**config.mk**
```make
export PLATFORM = sky130hd
export DESIGN_NAME = vsr_mux
export DESIGN_NICKNAME = d
export VERILOG_FILES = /design/src/rtl/vsr_pkg.sv /design/src/rtl/vsr_timing.sv /design/src/rtl/vsr_lanes.sv /design/src/rtl/vsr_edge.sv /design/src/rtl/vsr_mux.sv
export SDC_FILE = /design/constraint.sdc
export NUM_CORES = 1
export LEC_CHECK = 0
export ABC_AREA = 1
export BUFFER_PORTS_ARGS = -buffer_cell sky130_fd_sc_hd__buf_2
export CAP_MARGIN = 30
export CORE_ASPECT_RATIO = 1.25
export CORE_MARGIN = 2
export CORE_UTILIZATION = 45
export CTS_CLUSTER_DIAMETER = 30
export CTS_CLUSTER_SIZE = 20
export DETAILED_ROUTE_END_ITERATION = 10
export PLACE_DENSITY = 0.67
export SYNTH_ARGS = -nofsm -noshare
export SYNTH_HDL_FRONTEND = slang
export SYNTH_SLANG_ARGS = --single-unit
```
**constraint.sdc**
```tcl
create_clock -name clk -period 5.5 [get_ports clk]
set_input_delay 0.275 -clock clk [delete_from_list [all_inputs] [get_ports clk]]
set_output_delay 0.275 -clock clk [all_outputs]
set_load 0.005 [all_outputs]
```
**src/rtl/vsr_pkg.sv**
```systemverilog
package vsr_pkg;

    typedef enum logic [2:0] {
        M_4X8  = 3'd0,
        M_5X8  = 3'd1,
        M_8X5  = 3'd2,
        M_10X4 = 3'd3,
        M_16X2 = 3'd4,
        M_20X2 = 3'd5,
        M_32X1 = 3'd6,
        M_40X1 = 3'd7
    } mode_e;

    // serialization ratio (bits per lane per word)
    function automatic int ratio_of(input logic [2:0] m);
        case (mode_e'(m))
            M_4X8:   return 4;
            M_5X8:   return 5;
            M_8X5:   return 8;
            M_10X4:  return 10;
            M_16X2:  return 16;
            M_20X2:  return 20;
            M_32X1:  return 32;
            default: return 40;
        endcase
    endfunction

    // lane k carries data in mode m
    function automatic bit lane_on(input logic [2:0] m, input int k);
        case (mode_e'(m))
            M_4X8, M_5X8: return (k >= 0) && (k < 8);
            M_8X5:        return (k == 0) || (k == 2) || (k == 4) || (k == 6) || (k == 7);
            M_10X4:       return (k == 0) || (k == 2) || (k == 4) || (k == 6);
            M_16X2:       return (k == 0) || (k == 6);
            M_20X2:       return (k == 0) || (k == 4);
            default:      return (k == 0);
        endcase
    endfunction

    // first bus bit of lane k's slice in mode m
    function automatic int lane_base(input logic [2:0] m, input int k);
        case (mode_e'(m))
            M_4X8:   return 4 * k;
            M_5X8:   return 5 * k;
            M_8X5:   return (k == 7) ? 32 : 4 * k;
            M_10X4:  return 5 * k;
            M_16X2:  return (k == 6) ? 16 : 0;
            M_20X2:  return (k == 4) ? 20 : 0;
            default: return 0;
        endcase
    endfunction

endpackage

```
**src/rtl/vsr_timing.sv**
```systemverilog
module vsr_timing #(
    parameter int CNT_W = 6
) (
    input  logic             clk,
    input  logic             rst,
    input  logic             int_mode,
    input  logic [CNT_W-1:0] ratio,
    input  logic             ld_hold_n,
    input  logic             ld_sr_n,
    input  logic             shf_en,
    output logic             latch_en,
    output logic             load_en,
    output logic             shift_en,
    output logic             fill_en
);

    typedef struct packed {
        logic [CNT_W-1:0] cnt;
    } tg_t;

    tg_t st_d, st_q;
    logic [CNT_W-1:0] last_cnt;

    assign last_cnt = ratio - CNT_W'(1);

    always_comb begin
        st_d     = st_q;
        latch_en = 1'b0;
        load_en  = 1'b0;
        shift_en = 1'b0;
        fill_en  = 1'b0;
        if (int_mode) begin
            // word boundary: capture at the last count, reload at count zero
            latch_en = (st_q.cnt == last_cnt);
            load_en  = (st_q.cnt == '0);
            shift_en = !load_en;
            st_d.cnt = (st_q.cnt >= last_cnt) ? '0 : st_q.cnt + CNT_W'(1);
        end else begin
            latch_en = !ld_hold_n;
            load_en  = !ld_sr_n;
            shift_en = ld_sr_n && shf_en;
            fill_en  = ld_sr_n && !shf_en;
            st_d.cnt = '0;
        end
    end

    always_ff @(posedge clk) begin
        if (rst) st_q <= '0;
        else     st_q <= st_d;
    end

endmodule

```
**src/rtl/vsr_lanes.sv**
```systemverilog
module vsr_lanes #(
    parameter int BUS_W = 40,
    parameter int LANES = 8,
    parameter int CNT_W = 6
) (
    input  logic             clk,
    input  logic             rst,
    input  logic [2:0]       mode,
    input  logic [CNT_W-1:0] ratio,
    input  logic [BUS_W-1:0] din,
    input  logic             latch_en,
    input  logic             load_en,
    input  logic             shift_en,
    input  logic             fill_en,
    input  logic             sin,
    output logic [LANES-1:0] rise_bits
);

    typedef struct packed {
        logic [BUS_W-1:0]             hold;
        logic [LANES-1:0][BUS_W-1:0]  sh;
    } ln_t;

    ln_t st_d, st_q;
    logic [BUS_W-1:0] slice;

    always_comb begin
        st_d  = st_q;
        slice = '0;
        if (latch_en) st_d.hold = din;
        for (int k = 0; k < LANES; k++) begin
            if (load_en) begin
                // load takes the word held before this edge
                slice = st_q.hold >> vsr_pkg::lane_base(mode, k);
                for (int i = 0; i < BUS_W; i++) begin
                    st_d.sh[k][i] = vsr_pkg::lane_on(mode, k) && (i < int'(ratio)) && slice[i];
                end
            end else if (shift_en) begin
                st_d.sh[k] = st_q.sh[k] >> 1;
            end else if (fill_en && (k == 0)) begin
                for (int i = 0; i < BUS_W; i++) begin
                    if (i == int'(ratio) - 1)     st_d.sh[k][i] = sin;
                    else if (i < int'(ratio) - 1) st_d.sh[k][i] = st_q.sh[k][i+1];
                    else                          st_d.sh[k][i] = 1'b0;
                end
            end
        end
    end

    always_ff @(posedge clk) begin
        if (rst) st_q <= '0;
        else     st_q <= st_d;
    end

    for (genvar g = 0; g < LANES; g++) begin : g_tap
        assign rise_bits[g] = st_q.sh[g][0];
    end

endmodule

```
**src/rtl/vsr_edge.sv**
```systemverilog
module vsr_edge #(
    parameter int LANES = 8
) (
    input  logic             clk,
    input  logic             rst,
    input  logic             ops,
    input  logic [LANES-1:0] rise_bits,
    output logic [LANES-1:0] dout
);

    logic [LANES-1:0] fall_d, fall_q;

    always_comb fall_d = rise_bits;

    // half-cycle retimed copy of the lane bits
    always_ff @(negedge clk) begin
        if (rst) fall_q <= '0;
        else     fall_q <= fall_d;
    end

    for (genvar g = 0; g < LANES; g++) begin : g_sel
        assign dout[g] = ops ? fall_q[g] : rise_bits[g];
    end

endmodule

```
**src/rtl/vsr_mux.sv**
```systemverilog
module vsr_mux #(
    parameter int BUS_W = 40,
    parameter int LANES = 8
) (
    input  logic             clk,
    input  logic             rst,
    input  logic [2:0]       mode,
    input  logic             int_mode,
    input  logic             ld_hold_n,
    input  logic             ld_sr_n,
    input  logic             shf_en,
    input  logic             sin,
    input  logic             ops,
    input  logic [BUS_W-1:0] din,
    output logic [LANES-1:0] dout,
    output logic             clk_out
);

    localparam int CNT_W = $clog2(BUS_W + 1);

    logic [CNT_W-1:0] ratio;
    logic             latch_en, load_en, shift_en, fill_en;
    logic [LANES-1:0] rise_bits;

    assign ratio   = CNT_W'(vsr_pkg::ratio_of(mode));
    assign clk_out = clk;

    vsr_timing #(.CNT_W(CNT_W)) tg_i (
        .clk(clk), .rst(rst), .int_mode(int_mode), .ratio(ratio),
        .ld_hold_n(ld_hold_n), .ld_sr_n(ld_sr_n), .shf_en(shf_en),
        .latch_en(latch_en), .load_en(load_en), .shift_en(shift_en), .fill_en(fill_en)
    );

    vsr_lanes #(.BUS_W(BUS_W), .LANES(LANES), .CNT_W(CNT_W)) ln_i (
        .clk(clk), .rst(rst), .mode(mode), .ratio(ratio), .din(din),
        .latch_en(latch_en), .load_en(load_en), .shift_en(shift_en),
        .fill_en(fill_en), .sin(sin), .rise_bits(rise_bits)
    );

    vsr_edge #(.LANES(LANES)) ed_i (
        .clk(clk), .rst(rst), .ops(ops), .rise_bits(rise_bits), .dout(dout)
    );

endmodule

```
==> impl_metrics.tcl <==
set metrics [dict create \
    outcome "finished, final reports clean" \
    synthCells 2109 \
    drtIter0Drc 1317 \
    seq_area_frac_synth_pct 48.7 \
    synth_fp_nets 2167 \
    seqCellArea_mm2 0.00745 \
    finish.net_count 2197 \
    rows 75 \
    avgViaCountPerCell 5.49 \
    place_hpwl_um 25400 \
    die_area_mm2 0.0355 \
    cts_resized 0 \
    cp_data_required_time_ns 5.22 \
    die_h_um 210 \
    nFillCells 3155 \
    path_class "reg -> out" \
    grt_pass1_vias 13500 \
    drt_first_pass_iters 5 \
    cts-hold-fix-buffers 40 \
    p_leak_nw 7.26 \
    n_antenna_cell 0 \
    grt_max_degree 172 \
    drive_gt1_share_pct 9.70 \
    netlist_area_mm2 0.0153 \
    clk_pin_slew_ns 0.05 \
    ys_warn_count 0 \
    insertion_delay_ns 0.74 \
    hold_viol 0 \
    wl_per_cell_um 15.8 \
    finalSetupViolCount 0 \
    vias 14400 \
    grt_usage_pct 23.4 \
    worstPathArrival_ns 4.04 \
    gp_congestion 1.03 \
    cp_max_fo 1 \
    post-place-ws_ns 1.68 \
    yosys.area.top_type_share_pct 48.7 \
    synth_top_area_cell "dfxtp_1" \
    cts_tree "built" \
    multiInputGateArea_mm2 0.00677 \
    p_per_area_mw_per_mm2 420 \
    portBuffers 59 \
    ys_seq_elements 372 \
    gr-total-overflow 0 \
    finalSetupTns_ns 0 \
    slew_headroom_pct 36.6 \
    antenna_left 0 \
    area_growth_pct 21.3 \
    crit_path_start_kind "flip-flop" \
    path_cells "nand2_1 -> o21ai_0 -> buf_2" \
    coreArea_mm2 0.0335 \
    fp.dieW_um 169 \
    worst_slack_ns 1.19 \
    synth_area_per_cell_um2 7.25 \
    slowest_delay_ns 0.30 \
    io_pins 60 \
    skew_ns 0.0593 \
    maxSlewViolCount 0 \
    grt_pass1_wl_um 68200 \
    r2r-start "ln_i.rise_bits[3]" \
    crit_slowest_cell "dfxtp_1" \
    initial_core_util_pct 45.7 \
    hold_start "rst" \
    endpoint_kind "output port" \
    hold_path_class "in -> reg" \
    drv_cap 0 \
    yosysUniqueCellTypes 32 \
    antenna_found_initial 0 \
    drc 0 \
    rsz0062_at_grt "false" \
    wl_um 41300 \
    cp-startpoint "ed_i.fall_q[2]" \
    post_cts_buffers 0 \
    ys_top_cells_by_area "dfxtp_1, nand2_1, nand3_1" \
    peakVddDrop_mv 0.265 \
    worst_pin_slew_ns 0.952 \
]
per-layer routing:
metal	track usage, %	vias up	wire [um]
met3	4.84	138	2390
met2	37.5	474	19100
met4	12.5	0	1880
li1	-	7108	-
met5	0	-	0
met1	29.7	6652	17900
layout by cell type, fill, tap and decap left out, drive strengths merged:
master,instances
dfxtp,372
o31ai,5
xor2,3
o21ai,110
a22oi,5
or2,2
nand4,9
a21oi,333
clkbuf,91
nand2,503
a211oi,2
a21boi,1
o211ai,6
o22ai,10
xnor2,1
inv,120
buf,75
nor2,114
nor3,3
clkinv,17
dlygate4sd3,40
bufinv,6
clkinvlp,8
o21bai,1
ha,7
nand3,350
a31oi,2
nand3b,1
critical path: cells and delay by family (launching register included):
family	cells	cell delay, ns
AO/OA/AOI/OAI	1	0.08
AND/OR/NAND/NOR	1	0.04
flip-flops	1	0.30
buffers and inverters	1	0.13
power breakdown:
part	switching [mW]	internal, mW
sequential	0.0444	2.77
clock	1.54	2.92
combinational	0.374	0.146
cells by family after synthesis:
logic type      Yosys count  share of synthesized area (%)
compound gates          475                           16.0
xor+xnor                  4                          0.229
simple gates            982                           27.3
fa+ha+maj                 7                          0.573
flops                   372                           48.7
buf+inv                 269                           7.24
through the flow:
step	instance area, um^2	power [mW]	hold slack (ns)	utilization (%)	cells
6_report	18600	7.79	0.0577	55.4	2620
5_1_grt	18600	8.07	0.0766	55.4	2620
3_5_place_dp	15600	3.37	0.358	46.5	2439
3_3_place_gp	15600	3.36	0.358	46.5	2439
2_1_floorplan	15300	3.22	0.356	-	2109
4_1_cts	18500	7.85	0.0510	55.3	2619
Yosys cell counts (all sizes together):
master / instances
a21boi: 1
nand2: 503
clkbuf: 77
a22oi: 5
o22ai: 10
o31ai: 5
dfxtp: 372
buf: 90
nor3: 3
or2: 2
nand3b: 1
o211ai: 6
inv: 100
o21bai: 1
nor2: 114
nand4: 9
a211oi: 2
xor2: 3
ha: 7
clkinv: 2
nand3: 350
xnor2: 1
a31oi: 2
o21ai: 110
a21oi: 333
worst paths after layout:
path / endpoint / slack (ns) / depth (start not counted)
worst max-delay path: dout[2] / 1.19 / 3
worst max register to register: ed_i.fall_q[3] / 2.16 / 2
worst min-delay path: ln_i.st_q[319] / 0.06 / 2
worst min register to register: ln_i.st_q[38] / 0.43 / 2
area by class of cell:
cell class | count | share of cell area [%]
repair buffers | 114 | 4.71
multi-input cells | 1468 | 36.5
clock inverters | 50 | 2.91
well taps | 423 | 2.85
inverters | 101 | 2.07
clock buffers | 92 | 10.8
flip-flops and latches | 372 | 40.1
state kept, by name, indices dropped and copies added (netlist names):
name and cells:
ln_i.st_q 350, tg_i.st_q 6, ln_i.rise_bits 8, ed_i.fall_q 8
Note: power is estimated with default switching activity, not from simulation.
